**config.mk**
```make
export PLATFORM = sky130hd
export DESIGN_NAME = csa_array_mult
export DESIGN_NICKNAME = d
export VERILOG_FILES = /design/src/rtl/csmul_pkg.sv /design/src/rtl/csmul_cs_row.sv /design/src/rtl/csmul_res_stage.sv /design/src/rtl/csa_array_mult.sv
export SDC_FILE = /design/constraint.sdc
export NUM_CORES = 1
export LEC_CHECK = 0
export BUFFER_PORTS_ARGS = -buffer_cell sky130_fd_sc_hd__buf_4
export CORE_MARGIN = 3
export CORE_UTILIZATION = 55
export CTS_CLUSTER_DIAMETER = 150
export CTS_CLUSTER_SIZE = 40
export DETAILED_ROUTE_END_ITERATION = 7
export GPL_TIMING_DRIVEN = 0
export PLACE_DENSITY = 0.72
export SLEW_MARGIN = 5
export SYNTH_ARGS = -nofsm -noshare
export SYNTH_HDL_FRONTEND = slang
export SYNTH_SLANG_ARGS = --single-unit
```
**constraint.sdc**
```tcl
create_clock -name clk -period 1.3 [get_ports clk]
set_clock_uncertainty 0.05 [all_clocks]
set_input_delay 0 -clock clk [delete_from_list [all_inputs] [get_ports clk]]
set_output_delay 0 -clock clk [all_outputs]
set_load 0.05 [all_outputs]
```
**src/rtl/csmul_pkg.sv**
```systemverilog
package csmul_pkg;

  // Cycles from operand capture to product: input register,
  // N-1 carry-save rows and N-1 carry-resolution stages.
  function automatic int unsigned pipe_depth(input int unsigned width);
    return 2 * width - 1;
  endfunction

  // Majority of three: carry output of a full adder.
  function automatic logic maj3(input logic p, input logic q, input logic r);
    return (p & q) | (p & r) | (q & r);
  endfunction

endpackage

```
**src/rtl/csmul_cs_row.sv**
```systemverilog
// One registered carry-save row. It adds the bit-product vector for
// multiplier bit ROW into the sum/carry pair and retires one finished
// low product bit into the travelling result vector.
module csmul_cs_row #(
  parameter int unsigned N   = 8,
  parameter int unsigned ROW = 1
) (
  input  logic             clk,
  input  logic             rst,
  input  logic             v_i,
  input  logic [N-1:0]     a_i,
  input  logic [N-1:0]     x_i,
  input  logic [N-1:0]     s_i,
  input  logic [N-1:0]     c_i,
  input  logic [2*N-1:0]   lo_i,
  output logic             v_o,
  output logic [N-1:0]     a_o,
  output logic [N-1:0]     x_o,
  output logic [N-1:0]     s_o,
  output logic [N-1:0]     c_o,
  output logic [2*N-1:0]   lo_o
);

  logic [N-1:0]   pp;
  logic [N:0]     pe;
  logic [N:0]     sum;
  logic [N-1:0]   cry;
  logic [2*N-1:0] lo_n;

  always_comb begin
    pp   = a_i & {N{x_i[ROW]}};
    // New bit-product sits one position above the current base.
    pe   = {pp, 1'b0};
    sum  = {1'b0, s_i} ^ {1'b0, c_i} ^ pe;
    cry  = (s_i & c_i) | (s_i & pe[N-1:0]) | (c_i & pe[N-1:0]);
    lo_n = lo_i;
    lo_n[ROW-1] = sum[0];
  end

  always_ff @(posedge clk) begin
    if (rst) v_o <= 1'b0;
    else     v_o <= v_i;
    a_o  <= a_i;
    x_o  <= x_i;
    s_o  <= sum[N:1];
    c_o  <= cry;
    lo_o <= lo_n;
  end

endmodule

```
**src/rtl/csmul_res_stage.sv**
```systemverilog
// One registered carry-resolution stage: resolves one bit position
// of the remaining sum/carry pair (two in the first stage) and passes
// the carry on to the next stage.
module csmul_res_stage
  import csmul_pkg::*;
#(
  parameter int unsigned N    = 8,
  parameter int unsigned STEP = 1
) (
  input  logic             clk,
  input  logic             rst,
  input  logic             v_i,
  input  logic [N-1:0]     s_i,
  input  logic [N-1:0]     c_i,
  input  logic             cy_i,
  input  logic [2*N-1:0]   lo_i,
  output logic             v_o,
  output logic [N-1:0]     s_o,
  output logic [N-1:0]     c_o,
  output logic             cy_o,
  output logic [2*N-1:0]   lo_o
);

  localparam bit          FIRST = (STEP == 1);
  localparam bit          LAST  = (STEP == N - 1);
  localparam int unsigned POS   = N - 1 + STEP;

  logic [N-1:0]   hs, hc;
  logic           low, cin, bit_r, cout;
  logic [2*N-1:0] lo_n;

  always_comb begin
    if (FIRST) begin
      low = s_i[0] ^ c_i[0];
      cin = s_i[0] & c_i[0];
      hs  = s_i >> 1;
      hc  = c_i >> 1;
    end else begin
      low = 1'b0;
      cin = cy_i;
      hs  = s_i;
      hc  = c_i;
    end
    bit_r = hs[0] ^ hc[0] ^ cin;
    cout  = maj3(hs[0], hc[0], cin);
    lo_n  = lo_i;
    if (FIRST) lo_n[POS-1] = low;
    lo_n[POS] = bit_r;
    if (LAST) lo_n[2*N-1] = cout;
  end

  always_ff @(posedge clk) begin
    if (rst) v_o <= 1'b0;
    else     v_o <= v_i;
    s_o  <= hs >> 1;
    c_o  <= hc >> 1;
    cy_o <= cout;
    lo_o <= lo_n;
  end

endmodule

```
**src/rtl/csa_array_mult.sv**
```systemverilog
module csa_array_mult
  import csmul_pkg::*;
#(
  parameter int unsigned N = 8
) (
  input  logic             clk,
  input  logic             rst,
  input  logic             in_valid,
  input  logic [N-1:0]     in_mcand,
  input  logic [N-1:0]     in_mplier,
  output logic             out_valid,
  output logic [2*N-1:0]   out_p
);

  localparam int unsigned LATENCY = pipe_depth(N);

  // Input register (first pipeline stage).
  logic         v0;
  logic [N-1:0] a0, x0;

  always_ff @(posedge clk) begin
    if (rst) v0 <= 1'b0;
    else     v0 <= in_valid;
    a0 <= in_mcand;
    x0 <= in_mplier;
  end

  // Carry-save chain; index 0 is the first bit-product taken from the
  // input register, index k is the output of row k.
  logic           cs_v  [N];
  logic [N-1:0]   cs_a  [N];
  logic [N-1:0]   cs_x  [N];
  logic [N-1:0]   cs_s  [N];
  logic [N-1:0]   cs_c  [N];
  logic [2*N-1:0] cs_lo [N];

  assign cs_v[0]  = v0;
  assign cs_a[0]  = a0;
  assign cs_x[0]  = x0;
  assign cs_s[0]  = a0 & {N{x0[0]}};
  assign cs_c[0]  = '0;
  assign cs_lo[0] = '0;

  for (genvar k = 1; k < N; k++) begin : g_row
    csmul_cs_row #(.N(N), .ROW(k)) u_row (
      .clk  (clk),
      .rst  (rst),
      .v_i  (cs_v[k-1]),
      .a_i  (cs_a[k-1]),
      .x_i  (cs_x[k-1]),
      .s_i  (cs_s[k-1]),
      .c_i  (cs_c[k-1]),
      .lo_i (cs_lo[k-1]),
      .v_o  (cs_v[k]),
      .a_o  (cs_a[k]),
      .x_o  (cs_x[k]),
      .s_o  (cs_s[k]),
      .c_o  (cs_c[k]),
      .lo_o (cs_lo[k])
    );
  end

  // Carry-resolution chain; index 0 is the carry-save result.
  logic           rs_v  [N];
  logic [N-1:0]   rs_s  [N];
  logic [N-1:0]   rs_c  [N];
  logic           rs_cy [N];
  logic [2*N-1:0] rs_lo [N];

  assign rs_v[0]  = cs_v[N-1];
  assign rs_s[0]  = cs_s[N-1];
  assign rs_c[0]  = cs_c[N-1];
  assign rs_cy[0] = 1'b0;
  assign rs_lo[0] = cs_lo[N-1];

  for (genvar r = 1; r < N; r++) begin : g_res
    csmul_res_stage #(.N(N), .STEP(r)) u_res (
      .clk  (clk),
      .rst  (rst),
      .v_i  (rs_v[r-1]),
      .s_i  (rs_s[r-1]),
      .c_i  (rs_c[r-1]),
      .cy_i (rs_cy[r-1]),
      .lo_i (rs_lo[r-1]),
      .v_o  (rs_v[r]),
      .s_o  (rs_s[r]),
      .c_o  (rs_c[r]),
      .cy_o (rs_cy[r]),
      .lo_o (rs_lo[r])
    );
  end

  assign out_valid = rs_v[N-1];
  assign out_p     = rs_lo[N-1];

endmodule

```
After elaboration in Yosys (flattened, before gate mapping)
Index checks and enable logic that the tools add are counted.
{"block": "word_totals", "n_memories": 0, "word_cells": 178, "out_inout_bits": 17, "regBits": 400, "latch_bits": 0, "inputBits": 19, "ramBits": 0, "rom_bits": 0}
{"block": "op_classes", "bitwise": 103, "muxes": 0, "n_reduce_logical": 0, "n_addsub": 0, "n_eq_ne": 0, "shifts": 0, "multipliers": 0, "div": 0, "magnitude_cmp": 0}
{"cell": "$and A8 B8 Y8", "n": 27}
{"cell": "$or A8 B8 Y8", "n": 12}
{"cell": "$xor A9 B9 Y9", "n": 6}
{"cell": "$xor A8 B8 Y8", "n": 6}
{"cell": "$and A1 B1 Y1", "n": 22}
{"cell": "$xor A1 B1 Y1", "n": 15}
{"cell": "$or A1 B1 Y1", "n": 14}
{"cell": "$xor A8 B9 Y9", "n": 1}

Longest topological paths before layout
Gate-level depths: netlist of run 1.
{"block": "logic_depth", "ltp_word": 4, "ltp_mapped": 3, "depth_no_buf": 3}

Hierarchy
Synthesis of run 1 repeated with hierarchy kept, for this count alone.
{"block": "hier_totals", "cells_unflattened": 950, "hier_area_um2": 14188.6}
{"module": "csmul_cs_row", "area_each_um2": 1277.5, "seq_area_each_um2": 980.9, "instances": 7, "cells_each": 94}
{"module": "csmul_res_stage at g_res[2].u_res ...", "area_each_um2": 693.2, "seq_area_each_um2": 640.6, "instances": 5, "cells_each": 37}
{"module": "csmul_res_stage at g_res[1].u_res", "area_each_um2": 699.4, "seq_area_each_um2": 600.6, "instances": 1, "cells_each": 43}
{"module": "csmul_res_stage at g_res[7].u_res", "area_each_um2": 680.7, "seq_area_each_um2": 620.6, "instances": 1, "cells_each": 37}
{"module": "csa_array_mult", "area_each_um2": 400.4, "seq_area_each_um2": 340.3, "instances": 1, "cells_each": 27}

Worst setup path after synthesis of run 1
Ideal clock, no wire load.
{"block": "synth_timing", "path_kind": "reg-to-reg", "from": "reg g_row[1].u_row.x_o[2]", "to": "reg g_row[2].u_row.s_o[1]", "arrival_ps": 977, "setup_ps": 110, "path_slack_ps": 163, "required_time_ps": 1140, "n_path_buf": 0, "synth_period_minus_slack_ps": 1137, "stages_incl_launch_ff": 4, "path_cell_list": "dfxtp_1 nand2_1 fa_1 inv_1"}
{"block": "synth_between", "elab_chain_cells": 2}
{"element": "from (decl)", "line": "csmul_cs_row.sv:18", "source": "output logic [N-1:0] x_o,"}
{"element": "from (signal assigned)", "line": "csmul_cs_row.sv:44", "source": "x_o <= x_i;"}
{"element": "$and A8 B8 Y8", "line": "csmul_cs_row.sv:31", "source": "pp = a_i & {N{x_i[ROW]}};"}
{"element": "$xor A9 B9 Y9", "line": "csmul_cs_row.sv:34", "source": "sum = {1'b0, s_i} ^ {1'b0, c_i} ^ pe;"}
{"element": "named net g_row[2].u_row.sum[2]", "line": "csmul_cs_row.sv:26", "source": "logic [N:0] sum;"}
{"element": "to (signal assigned)", "line": "csmul_cs_row.sv:45", "source": "s_o <= sum[N:1];"}
{"element": "to (decl)", "line": "csmul_cs_row.sv:19", "source": "output logic [N-1:0] s_o,"}
The timed path passes the listed nets, and every way through them passes these cells.
A chain may end at the register's enable or synchronous reset.

Final worst setup path of run 1
{"block": "layout_timing", "from": "reg g_row[5].u_row.x_o[6]", "to": "reg g_row[6].u_row.s_o[2]"}
{"block": "layout_between", "elab_chain_cells": 2}
{"element": "from (decl)", "line": "csmul_cs_row.sv:18"}
{"element": "from (signal assigned)", "line": "csmul_cs_row.sv:44"}
{"element": "$and A8 B8 Y8", "line": "csmul_cs_row.sv:31"}
{"element": "$xor A9 B9 Y9", "line": "csmul_cs_row.sv:34"}
{"element": "named net g_row[6].u_row.sum[3]", "line": "csmul_cs_row.sv:26"}
{"element": "to (signal assigned)", "line": "csmul_cs_row.sv:45"}
{"element": "to (decl)", "line": "csmul_cs_row.sv:19"}
The timed path passes the listed nets, and every way through them passes these cells.

==> results.toml, run 1 <==
[logic_synthesis]
synth_cell_types = 11
yosysMostFrequentCell = "dfxtp_1"
ys_ff_latch = 366
synth_top_area_frac = 0.776
synth_enable_flop_cells = 0
synth_top_cell_by_area = "dfxtp_1"
synth_top_flop_cell = "dfxtp_1"
async_flop_share = 0
synth.avg_cell_area_um2 = 14.1
syn_area_um2 = 9450
yosys-top-cells-area = "dfxtp_1 (78%), fa_1 (10%), inv_1 (6.7%)"
ys_warn_count = 0
seq_area_frac_synth = 0.776
ys_top_cells_by_count = "dfxtp_1 (366), inv_1 (168), fa_1 (48)"
syn_nets = 745
syn_inst = 670

[clock_tree]
cts.sinks = 366
htree_levels = 1
clkTransAtPathRegs_ns = 0.13
clockBufferDepth = 3
clk_latency_ns = 0.49
postCtsSetupRepairBufs = 0
cts_inserted_buffers = 13
cts_tree = "yes"
root_buffer = "clkbuf_16"

[layout]
drive_above_1_share = 0.0894
fillers = 1254
nets = 814
area_growth_pct = 11.5
antennaDiodeCount = 0

[drt]
dr.first_iter.drc_count = 167
dr.pass1.iters = 4
vias = 3867
post_drt_wl_per_cell_um = 8.94
routed_wl_um = 8560
routed_via_density = 4.04
drc = 0
drtAntennaViolNets = 0

[global_route]
grt_pass1_wl_um = 15500
grt_pass1_vias = 3862
grt-ovfl-total = 0
grtUsageTotal = 0.0998
grt_max_degree = 41
antenna_found_initial = 0

[pwr]
p_leak_nw = 4.91
peakVddDrop_mv = 1.40
p_total_mw = 21.6
power_density_nw_per_um2 = 2050

[setup_path]
r2r_end = "g_row[6].u_row.s_o[2]$_DFF_P_"
endpoint_kind = "flop"
startpoint = "g_row[5].u_row.x_o[6]$_DFF_P_"
cp_data_arrival_time_ns = 1.55
crit_required_ns = 1.64
reg2reg_slack_ns = 0.09
start_kind = "flop"
crit_fanout = 8
cp-endpoint = "g_row[6].u_row.s_o[2]$_DFF_P_"
r2r_start = "g_row[5].u_row.x_o[6]$_DFF_P_"
r2r_cells = 3
crit_type = "flop to flop"

[place]
post-place-ws_ns = -0.0118
gp_congestion = 0.713
place_hpwl_um = 5730
portBuffers = 35

[sta]
fmax_mhz = 826
setup_viol = 0
tightest_slew_ns = 0.237
slew_headroom = 0.842
slew_violations = 0
min_period_over_period = 0.931
rsz0062_at_grt = "false"
finalHoldViolations = 0
fin_crit_ns = 1.21
final.setup.worst_slack_ns = 0.0894

[floorplan]
io_pins = 36
start_util = 0.566
rows = 47
core-area_um2 = 16700
die_w_um = 137
die_area_um2 = 18800
die_h_um = 137

[hold_path]
hp-class = "input pin to flop"
hold_path_depth = 2

[outcome]
outcome = "finished, final reports clean"

[flow_run]
drv_cap = 0
[flip-flops by register name, summed over array words and instances (netlist names), 6 cells and up]
signal and flops:
a0 8, g_res.u_res.c_o 21, g_res.u_res.cy_o 6, g_res.u_res.lo_o 85
g_res.u_res.s_o 21, g_res.u_res.v_o 7, g_row.u_row.a_o 48, g_row.u_row.c_o 49
g_row.u_row.lo_o 28, g_row.u_row.s_o 56, g_row.u_row.v_o 7, g_row.u_row.x_o 21
x0 8
[per-stage QoR]
step	instances	TNS [ns]	cell area (um2)	utilization	hold WS [ns]
floorplan	670	0	9450	-	-0.0223
global placement	925	0	9980	0.598	0.0543
detailed placement	925	-0.0263	9980	0.598	0.0556
CTS	958	0	10500	0.631	0.0677
global route	958	0	10500	0.631	0.0731
finish	958	0	10500	0.631	0.0873
[placed cells by master (no fill, tap or decap), types with 2 or more instances in the layout]
cell type,n
dlygate4sd3_1,19
and2b_2,3
inv_1,168
and2b_1,2
nor2b_2,7
ha_1,8
dfxtp_2,6
dfxtp_1,360
buf_4,35
fa_1,48
clkbuf_16,13
nor2b_1,3
and2_1,22
nand2_1,42
[kinds of logic (layout without fill, tap and decap cells)]
| logic type | Yosys count | in the layout | share of synthesized area |
|---|---|---|---|
| adder cells (fa/ha/maj) | 56 | 56 | 0.112 |
| buffers and inverters | 169 | 237 | 0.0679 |
| flip-flops | 366 | 366 | 0.776 |
| AND/OR/NAND/NOR | 79 | 79 | 0.0441 |
[critical path: stages (launching register included)]
cell and delay, ns:
dfxtp_2 0.43, nand2_1 0.10, fa_1 0.49, inv_1 0.04
[power breakdown]
| group | total (mW) | leakage, nW | switching, mW | internal (mW) |
|---|---|---|---|---|
| clock | 4.81 | 0.172 | 2.93 | 1.88 |
| combinational | 2.40 | 1.67 | 1.54 | 0.862 |
| sequential | 14.3 | 3.07 | 0.600 | 13.7 |
| total | 21.6 | 4.91 | 5.07 | 16.5 |
[layer usage]
metal  global-route usage  vias to the layer above  share of wire
met5                    0                        -              0
met4               0.0316                        0          0.029
met3               0.0221                       13          0.039
met2                0.197                       43           0.55
met1                0.103                     1818           0.39
li1                     -                     1993              -
[what timing repair did]
action,CTS,global route
hold buffers,19,0
resized for setup,4,2
pin swaps,0,0
endpoints found under the hold margin,31,0
setup endpoints to repair,9,14
[how the worst min path moves through the flow]
stage            startpoint  slack [ns]             to
2_1_floorplan   in_mcand[0]       -0.02  a0[0]$_DFF_P_
3_3_place_gp   in_mplier[1]        0.05  x0[1]$_DFF_P_
3_5_place_dp    in_mcand[5]        0.06  a0[5]$_DFF_P_
4_1_cts         in_mcand[2]        0.07  a0[2]$_DFF_P_
5_1_grt         in_mcand[2]        0.07  a0[2]$_DFF_P_
6_report        in_mcand[2]        0.09  a0[2]$_DFF_P_
[cell type report]
type	instances	area, um2	share of cell area
buffer	1	11.3	0.00107
clock buffer	13	325	0.0309
clock inverter	1	30.0	0.00285
inverter	168	631	0.0598
multi-input combinational	135	1480	0.140
sequential	366	7330	0.696
tap	220	275	0.0261
timing repair buffer	54	453	0.0430
(Power assumes the default switching activity.)
==> run 2: changes to the inputs <==
--- a/config.mk
+++ b/config.mk
@@ -13,6 +13,7 @@
 export DETAILED_ROUTE_END_ITERATION = 7
 export GPL_TIMING_DRIVEN = 0
 export PLACE_DENSITY = 0.72
+export SETUP_SLACK_MARGIN = 0.1
 export SLEW_MARGIN = 5
 export SYNTH_ARGS = -nofsm -noshare
 export SYNTH_HDL_FRONTEND = slang
==> run 2 against run 1 <==
Final cell count did not move. Critical path depth did not move. Hold slack got worse by 0.0012 ns. Sequential cell count did not move. Critical endpoint is now g_row[2].u_row.s_o[6]$_DFF_P_.
==> results.toml, run 2 (same netlist as run 1, synthesis figures left out) <==
[layout]
area_growth_pct = 11.8
final_common_cell = "dfxtp_1"
final_util = 0.633
ff_latch_area_um2 = 7350
reg_top3 = "g_res.u_res.lo_o (85), g_row.u_row.s_o (56), g_row.u_row.c_o (49)"
largest_register = "g_res.u_res.lo_o"
finalNonFillerCells = 958
final_area_um2 = 10600
multi_input_area_um2 = 1490
mostFrequentLayoutCells = "dfxtp_1 (360), inv_1 (168), fa_1 (48)"
drive_above_1_share = 0.0962
antennaDiodeCount = 0
nets = 814
largest_register_ffs = 85
fillers = 1245

[place]
place_hpwl_um = 5730
dpl_cell_area_um2 = 9980
dp_cells = 925
post-place-ws_ns = -0.0118
gp_congestion = 0.713
portBuffers = 35

[clock_tree]
root_buffer = "clkbuf_16"
clk_latency_ns = 0.49
cts.sinks = 366
cts_tree = "yes"
postCtsSetupRepairBufs = 0
clockBufferDepth = 3
cts_inserted_buffers = 13
clkTransAtPathRegs_ns = 0.13
htree_levels = 1

[global_route]
grt_pass1_wl_um = 15500
grt-ovfl-total = 0
grt_max_degree = 41
grt_pass1_vias = 3865
antenna_found_initial = 0
grtUsageTotal = 0.100

[pwr]
p_total_mw = 21.6
p_leak_nw = 4.92
power_density_nw_per_um2 = 2040
peakVddDrop_mv = 1.40

[sta]
fin_crit_ns = 1.17
setup_viol = 0
fin_hold_ws_ns = 0.0861
tightest_slew_ns = 0.237
min_period_over_period = 0.901
finalHoldViolations = 0
rsz0062_at_grt = "true"
fin_tns_setup_ns = 0
slew_headroom = 0.842
fmax_mhz = 853
final.setup.worst_slack_ns = 0.128
slew_violations = 0

[setup_path]
crit_chain = "nand2_1 > fa_1 > inv_1"
path_depth = 3
cp_data_arrival_time_ns = 1.53
endpoint_kind = "flop"
slowest_delay_ns = 0.49
r2r_end = "g_row[2].u_row.s_o[6]$_DFF_P_"
crit_required_ns = 1.65
crit_type = "flop to flop"
r2r_start = "g_row[1].u_row.x_o[2]$_DFF_P_"
r2r_cells = 3
start_kind = "flop"
path_buf_inv = 1
cp_top_family = "adder cells"
reg2reg_slack_ns = 0.13
crit_slowest_cell = "fa_1"
crit_fanout = 8

[floorplan]
io_pins = 36
rows = 47
die_w_um = 137
core-area_um2 = 16700
die_h_um = 137
die_area_um2 = 18800
start_util = 0.566

[flow_run]
drv_cap = 0

[drt]
dr.pass1.iters = 3
post_drt_wl_per_cell_um = 8.96
routed_via_density = 4.03
routed_wl_um = 8580
drc = 0
drtAntennaViolNets = 0
vias = 3859
dr.first_iter.drc_count = 150

[hold_path]
hold_path_depth = 2
hold_start = "in_mcand[2]"
min_to = "a0[2]$_DFF_P_"
hp-class = "input pin to flop"

[outcome]
outcome = "finished, final reports clean"
-- run 2: final cells by class --
type / count / share of cell area
flip-flops and latches: 366 / 0.696
multi-input cells: 135 / 0.141
inverters: 168 / 0.0597
repair buffers: 54 / 0.0429
clock buffers: 13 / 0.0308
well taps: 220 / 0.0261
clock inverters: 1 / 0.00284
plain buffers: 1 / 0.00107
-- run 2: how the worst max path moves through the flow --
stage                                        from                             to
finish              g_row[1].u_row.x_o[2]$_DFF_P_  g_row[2].u_row.s_o[6]$_DFF_P_
global route        g_row[4].u_row.x_o[5]$_DFF_P_  g_row[5].u_row.s_o[4]$_DFF_P_
CTS                 g_row[1].u_row.x_o[2]$_DFF_P_  g_row[2].u_row.s_o[0]$_DFF_P_
detailed placement  g_row[5].u_row.x_o[6]$_DFF_P_  g_row[6].u_row.s_o[2]$_DFF_P_
global placement    g_row[5].u_row.x_o[6]$_DFF_P_  g_row[6].u_row.s_o[0]$_DFF_P_
floorplan           g_row[1].u_row.x_o[2]$_DFF_P_  g_row[2].u_row.s_o[1]$_DFF_P_
-- run 2: power breakdown --
group | total (mW) | switching, mW | internal [mW]
Clock | 4.81 | 2.93 | 1.88
Combinational | 2.41 | 1.54 | 0.864
Sequential | 14.3 | 0.604 | 13.7
Total | 21.6 | 5.08 | 16.5
-- run 2: what timing repair did --
item / 4_1_cts / 5_1_grt
endpoints found under the hold margin: 31 / 0
hold buffers: 19 / 0
gates cloned: 0 / 0
resized for setup: 10 / 7
setup endpoints to repair: 42 / 26
-- run 2: metal layers --
layer | routed length (um) | up-vias | global-route usage
li1 | - | 1992 | -
met1 | 3320 | 1811 | 0.103
met2 | 4680 | 43 | 0.198
met3 | 328 | 13 | 0.0221
met4 | 247 | 0 | 0.0316
met5 | 0 | - | 0
